File: config.mk
export PLATFORM = sky130hd
export DESIGN_NAME = tx_frame_formatter
export DESIGN_NICKNAME = d
export VERILOG_FILES = /design/src/rtl/tx_frame_formatter.sv
export SDC_FILE = /design/constraint.sdc
export NUM_CORES = 1
export LEC_CHECK = 0
export CORE_ASPECT_RATIO = 0.8
export CORE_UTILIZATION = 30
export CTS_CLUSTER_SIZE = 10
export DETAILED_ROUTE_END_ITERATION = 8
export SYNTH_ARGS = -nofsm -noshare
export SYNTH_HDL_FRONTEND = slang
export SYNTH_SLANG_ARGS = --single-unit
File: constraint.sdc
create_clock -name clk -period 5.4 [get_ports clk]
set_input_delay 0.81 -clock clk [delete_from_list [all_inputs] [get_ports clk]]
set_output_delay 0.81 -clock clk [all_outputs]
set_load 0.005 [all_outputs]
File: src/rtl/tx_frame_formatter.sv
module tx_frame_formatter #(
  parameter int LEN_W   = 11,
  parameter int MIN_LEN = 60,
  parameter int MAX_LEN = 1518,
  parameter int ADDR_W  = 11
) (
  input  logic              clk,
  input  logic              rst_n,
  input  logic              start,
  input  logic [LEN_W-1:0]  req_len,
  input  logic              in_valid,
  input  logic [7:0]        in_data,
  output logic              in_ready,
  output logic              busy,
  output logic              done,
  output logic              err,
  output logic              wr_en,
  output logic [ADDR_W-1:0] wr_addr,
  output logic [15:0]       wr_data
);
  localparam logic [LEN_W-1:0]  MIN_L = LEN_W'(MIN_LEN);
  localparam logic [LEN_W-1:0]  MAX_L = LEN_W'(MAX_LEN);
  localparam logic [ADDR_W-1:0] STEP  = ADDR_W'(2);

  typedef enum logic [1:0] {S_IDLE, S_CNT, S_PAY, S_CTL} st_t;
  st_t st;

  logic [LEN_W-1:0] rlen, flen, bidx;
  logic [7:0]       lo;

  wire [LEN_W-1:0] pad_len  = (req_len < MIN_L) ? MIN_L : req_len;
  wire [LEN_W-1:0] even_len = {flen[LEN_W-1:1], 1'b0};
  wire             feed     = bidx < rlen;
  wire             avail    = !feed || in_valid;
  wire [7:0]       cur      = feed ? in_data : 8'h00;

  assign busy     = (st != S_IDLE);
  assign in_ready = ((st == S_PAY) || (st == S_CTL)) && feed;

  always_ff @(posedge clk) begin
    if (!rst_n) begin
      st      <= S_IDLE;
      rlen    <= '0;
      flen    <= '0;
      bidx    <= '0;
      lo      <= '0;
      done    <= 1'b0;
      err     <= 1'b0;
      wr_en   <= 1'b0;
      wr_addr <= '0;
      wr_data <= '0;
    end else begin
      wr_en <= 1'b0;
      done  <= 1'b0;
      err   <= 1'b0;
      case (st)
        S_IDLE: if (start) begin
          if (req_len > MAX_L) begin
            err <= 1'b1;
          end else begin
            rlen    <= req_len;
            flen    <= pad_len;
            bidx    <= '0;
            wr_en   <= 1'b1;
            wr_addr <= '0;
            wr_data <= 16'h0000;
            st      <= S_CNT;
          end
        end
        S_CNT: begin
          wr_en   <= 1'b1;
          wr_addr <= wr_addr + STEP;
          wr_data <= 16'(flen) + 16'd6;
          st      <= S_PAY;
        end
        S_PAY: if (avail) begin
          bidx <= bidx + 1'b1;
          if (!bidx[0]) begin
            lo <= cur;
          end else begin
            wr_en   <= 1'b1;
            wr_addr <= wr_addr + STEP;
            wr_data <= {cur, lo};
          end
          if (bidx + 1'b1 == even_len) st <= S_CTL;
        end
        S_CTL: begin
          if (!flen[0]) begin
            wr_en   <= 1'b1;
            wr_addr <= wr_addr + STEP;
            wr_data <= 16'h0000;
            done    <= 1'b1;
            st      <= S_IDLE;
          end else if (in_valid) begin
            bidx    <= bidx + 1'b1;
            wr_en   <= 1'b1;
            wr_addr <= wr_addr + STEP;
            wr_data <= {8'h20, in_data};
            done    <= 1'b1;
            st      <= S_IDLE;
          end
        end
        default: st <= S_IDLE;
      endcase
    end
  end
endmodule

# Yosys cells after proc, flatten, opt, wreduce, memory -nomap -nowiden
# Index checks and enable logic that the tools add are counted.
[word_totals]
regBits = 73
input_bits = 23
output_inout_bits = 32
elab_cells = 79
[classes]
addsub = 3
n_lt_le_gt_ge = 3
n_eq_ne = 12
mux = 35
bitwise = 2
n_reduce_logical = 14
[ops]
columns = ["cell", "n"]
rows = [
  ["2-to-1 mux 11 bit", 10],
  ["2-to-1 mux 16 bit", 6],
  ["case mux 16 bit (4 select lines)", 1],
  ["case mux 11 bit (4 select lines)", 1],
  ["case mux 11 bit (3 select lines)", 1],
  ["adder 11 x 3 -> 12 bit, second input constant", 1],
  ["2-to-1 mux 2 bit", 6],
  ["inequality test 2 bit, second input constant", 6],
  ["adder 11 x 1 -> 11 bit, second input constant", 1],
  ["adder 11 x 2 -> 11 bit, second input constant", 1],
  ["== test 11 bit", 1],
  ["greater-than comparator 11 bit, second input constant", 1],
  ["< comparator 11 bit", 1],
  ["< comparator 11 x 6 -> 1 bit, second input constant", 1],
  ["AND reduction 5 bit", 2],
  ["AND reduction 3 bit", 3],
  ["2-to-1 mux 8 bit", 1],
  ["case mux 2 bit (4 select lines)", 1],
  ["2-to-1 mux 1 bit", 7],
  ["AND reduction 6 bit", 1],
  ["== test 2 bit, second input constant", 2],
  ["case mux 1 bit (4 select lines)", 1],
  ["inequality test 3 bit, second input constant", 1],
  ["nonzero test 3 bit", 1],
  ["other kinds (9)", 11],
]

# Logic depth before layout (Yosys ltp)
[depth]
word_depth = 5
mapped_depth = 11
mapped_depth_nobuf = 9

# Worst setup path after synthesis
# No wires, ideal clock.
[synth_path]
path_kind = "register to output"
startpoint = "reg rlen[9]"
endpoint = "out in_ready"
arrival_time_ns = 1.552
t_required_ns = 4.590
path_slack_ns = 3.038
path_stages_with_launch = 8
path_buffers = 0
cell_sequence = "dfxtp_1 inv_1 ha_1 a21oi_1 a21boi_0 nor3_1 o21ai_2 nor2_1"
[synth_between]
elab_chain_cells = 2
[synth_rtl]
columns = ["item", "line", "rtl"]
rows = [
  ["start, declared", "28", "logic [LEN_W-1:0] rlen, flen, bidx;"],
  ["start signal, assigned", "61", "rlen <= req_len;"],
  ["< comparator 11 bit", "33", "wire feed = bidx < rlen;"],
  ["logical AND 1 bit", "38", "assign in_ready = ((st == S_PAY) || (st == S_CTL)) && feed;"],
  ["end, declared", "13", "output logic in_ready,"],
]
# Every way passes these cells.

# Final worst setup path
[layout_path]
startpoint = "reg bidx[9]"
endpoint = "out in_ready"
[layout_between]
elab_chain_cells = 2
[layout_rtl]
columns = ["item", "line", "rtl"]
rows = [
  ["start, declared", "28", ""],
  ["start signal, assigned", "77", "bidx <= bidx + 1'b1;"],
  ["start signal, assigned", "95", "bidx <= bidx + 1'b1;"],
  ["< comparator 11 bit", "33", ""],
  ["logical AND 1 bit", "38", ""],
]
# Every way passes these cells.

==> results_dict.tcl <==
set metrics [dict create \
    gr-usage-all-layers_pct 17.7 \
    required_ns 4.59 \
    firstDrtPassIters 5 \
    switching_share_pct 38.7 \
    synthSimpleGateAreaFrac_pct 21.4 \
    nFillCells 1305 \
    fin_util_pct 37.9 \
    ys_seq_area_share_pct 36.2 \
    port_buffers 53 \
    final_common_cell "dfxtp_1" \
    ant_nets 0 \
    finalPower_mw 2.01 \
    r2r_end "wr_addr[10]" \
    die_x_microns 131 \
    grt_pass1_wl_microns 18900 \
    final_area_sq_um 4890 \
    yosysUniqueCellTypes 57 \
    io_pins 55 \
    grt_max_degree 34 \
    worstHoldPathType "flip-flop to flip-flop" \
    power_density_nw_per_um2 411 \
    hold_viol_final 0 \
    drt_drc_violations_left 0 \
    numCtsBuffers 9 \
    clock_path_buffers 2 \
    path_class "flip-flop to output port" \
    ctsHoldBuffers 0 \
    synth_edf_count 0 \
    placed_cells 694 \
    tightestPinTransition_ns 1.01 \
    yosysWarnings 0 \
    reg2reg_from "st[0]" \
    syn_area_sq_um 3980 \
    cp_max_fo 5 \
    arrival_ns 2.80 \
    rows 37 \
    finClkSkew_ns 0.00722 \
    status "finished clean" \
    peakVddDrop_uv 177 \
    core_sq_um 12900 \
    rsz0062_at_grt "false" \
    ctsRootBufferMaster "clkbuf_16" \
    initial_utilization_pct 30.8 \
    final_cell_mix "dfxtp_1 (72), nand2_1 (55), a21oi_1 (54)" \
    htree_levels 3 \
    relSlewSlack_pct 32.4 \
    ff2ff_path_depth 8 \
    fin_nets 570 \
    synthArstFlopShare_pct 0 \
    setup_ws_ns 1.79 \
    p_switching_mw 0.776 \
    wirelength_microns 11500 \
    pwr-share-seq_pct 33.6 \
    cts_setup_buffers 0 \
    period_needed_ns 3.61 \
    drt_iter0_markers 214 \
    fmax_ghz 0.277 \
    p_int_mw 1.23 \
    end_kind "output port" \
    r2r_slack_ns 2.04 \
    pwr-share-comb_pct 37.9 \
    postSynthCellCount 497 \
    clk_latency_ns 0.34 \
    fin_hold_ws_ns 0.456 \
    antennaDiodeCount 0 \
    setup-violations-final 0 \
    synth_top_family_by_area "compound AO/OA/AOI/OAI gates" \
    ctsResizeCount 0 \
    final.setup.tns_ns 0 \
    wl_per_cell_microns 16.2 \
    dieArea_sq_um 13700 \
    grt_overflow 0 \
    cap_violations 0 \
    period_share_pct 66.8 \
    antenna_found_initial 0 \
    cts_tree "built" \
    via_per_inst 5.46 \
    whs_path_depth 2 \
    synthMuxAreaShare_pct 1.01 \
    worstHoldStart "rlen[2]" \
    clkSlewWorstSetupHoldPaths_ns 0.06 \
    drive_gt1_share_pct 5.61 \
    dpl.hpwl_microns 8200 \
    area_growth_pct 22.9 \
    instances_no_fill 710 \
    cts.sink_count 72 \
    regArea_sq_um 1440 \
    slew_violations 0 \
    syn_area_per_cell_sq_um 8.01 \
    grt_pass1_vias 3709 \
    p_leak_nw 1.66 \
    num_vias 3880 \
    synth-xor-area-share_pct 5.06 \
    pre_cts_ws_ns 1.85 \
    synthAdderAreaFrac_pct 5.34 \
    multi_input_area_sq_um 2300 \
    clkPwrFrac_pct 28.5 \
    hold_end "rlen[2]" \
    synth_flop_cell "dfxtp_1" \
    critPathLaunchType "flip-flop" \
    synth_compound_area_share_pct 24.7 \
    ys_ff_latch 72 \
    dpl_cell_area_sq_um 4600 \
    synth_fp_nets 537 \
    place_congestion 0.852 \
    die_h_microns 105 \
]
-- synthesized netlist by cell type, drive strengths merged (13+ instances only) --
master / number / share of area (%)
inv: 23 / 2.2
nand3: 18 / 2.3
a21oi: 55 / 7.0
nor2: 31 / 2.9
ha: 17 / 5.3
nand2: 55 / 5.2
xnor2: 17 / 3.7
buf: 14 / 1.9
nand4: 13 / 2.0
o21ai: 30 / 4.0
clkbuf: 21 / 2.0
dfxtp: 72 / 36
-- cell type report --
| type | instances | share of cell area [%] |
|---|---|---|
| clock buffer | 14 | 5.60 |
| clock inverter | 2 | 0.256 |
| inverter | 23 | 1.77 |
| multi-input combinational | 367 | 47.0 |
| sequential | 72 | 29.5 |
| tap | 175 | 4.48 |
| timing repair buffer | 57 | 11.5 |
-- per-layer routing --
layer	global-route usage (%)	vias up	part of all wire (%)
li1	-	1882	-
met1	24.7	1852	48
met2	26.6	131	45
met3	4.81	15	5.6
met4	4.35	0	1.3
met5	0	-	0
-- critical path, cell delays in order (launching register included) --
cell             delay (ns)
dfxtp_1                0.46
ha_1                   0.31
a21oi_1                0.13
a21boi_0               0.12
nor3_1                 0.46
o21ai_2                0.21
nor2_1                 0.23
clkdlybuf4s50_1        0.54
-- worst max-delay path by stage --
stage | start | to | depth (start not counted)
final | bidx[9] | in_ready | 7
after global routing | bidx[9] | in_ready | 7
after CTS | bidx[9] | in_ready | 7
after detailed placement | req_len[3] | wr_addr[10] | 7
after global placement | req_len[3] | wr_addr[10] | 7
after floorplan | rlen[9] | in_ready | 7
-- cells by family after synthesis --
kind of cell	count (synthesis)
simple gates	171
compound gates	151
flops	72
buf+inv	58
xor+xnor	23
fa+ha+maj	17
mux	4
other cells	1
-- power by group through the flow --
stage | clock [mW] | combinational [mW] | sequential (mW)
floorplan | 0 | 0.539 | 0.652
global placement | 0 | 0.735 | 0.681
detailed placement | 0 | 0.749 | 0.683
CTS | 0.580 | 0.754 | 0.673
global route | 0.606 | 0.841 | 0.683
finish | 0.571 | 0.762 | 0.675
-- flip-flops by register name, indices dropped and copies added, names as in the netlist --
| name | flops |
|---|---|
| wr_data | 16 |
| bidx | 11 |
| flen | 11 |
| rlen | 11 |
| wr_addr | 10 |
| lo | 8 |
| st | 2 |
| done | 1 |
| err | 1 |
| wr_en | 1 |
Note: power is estimated with default switching activity, not from simulation.
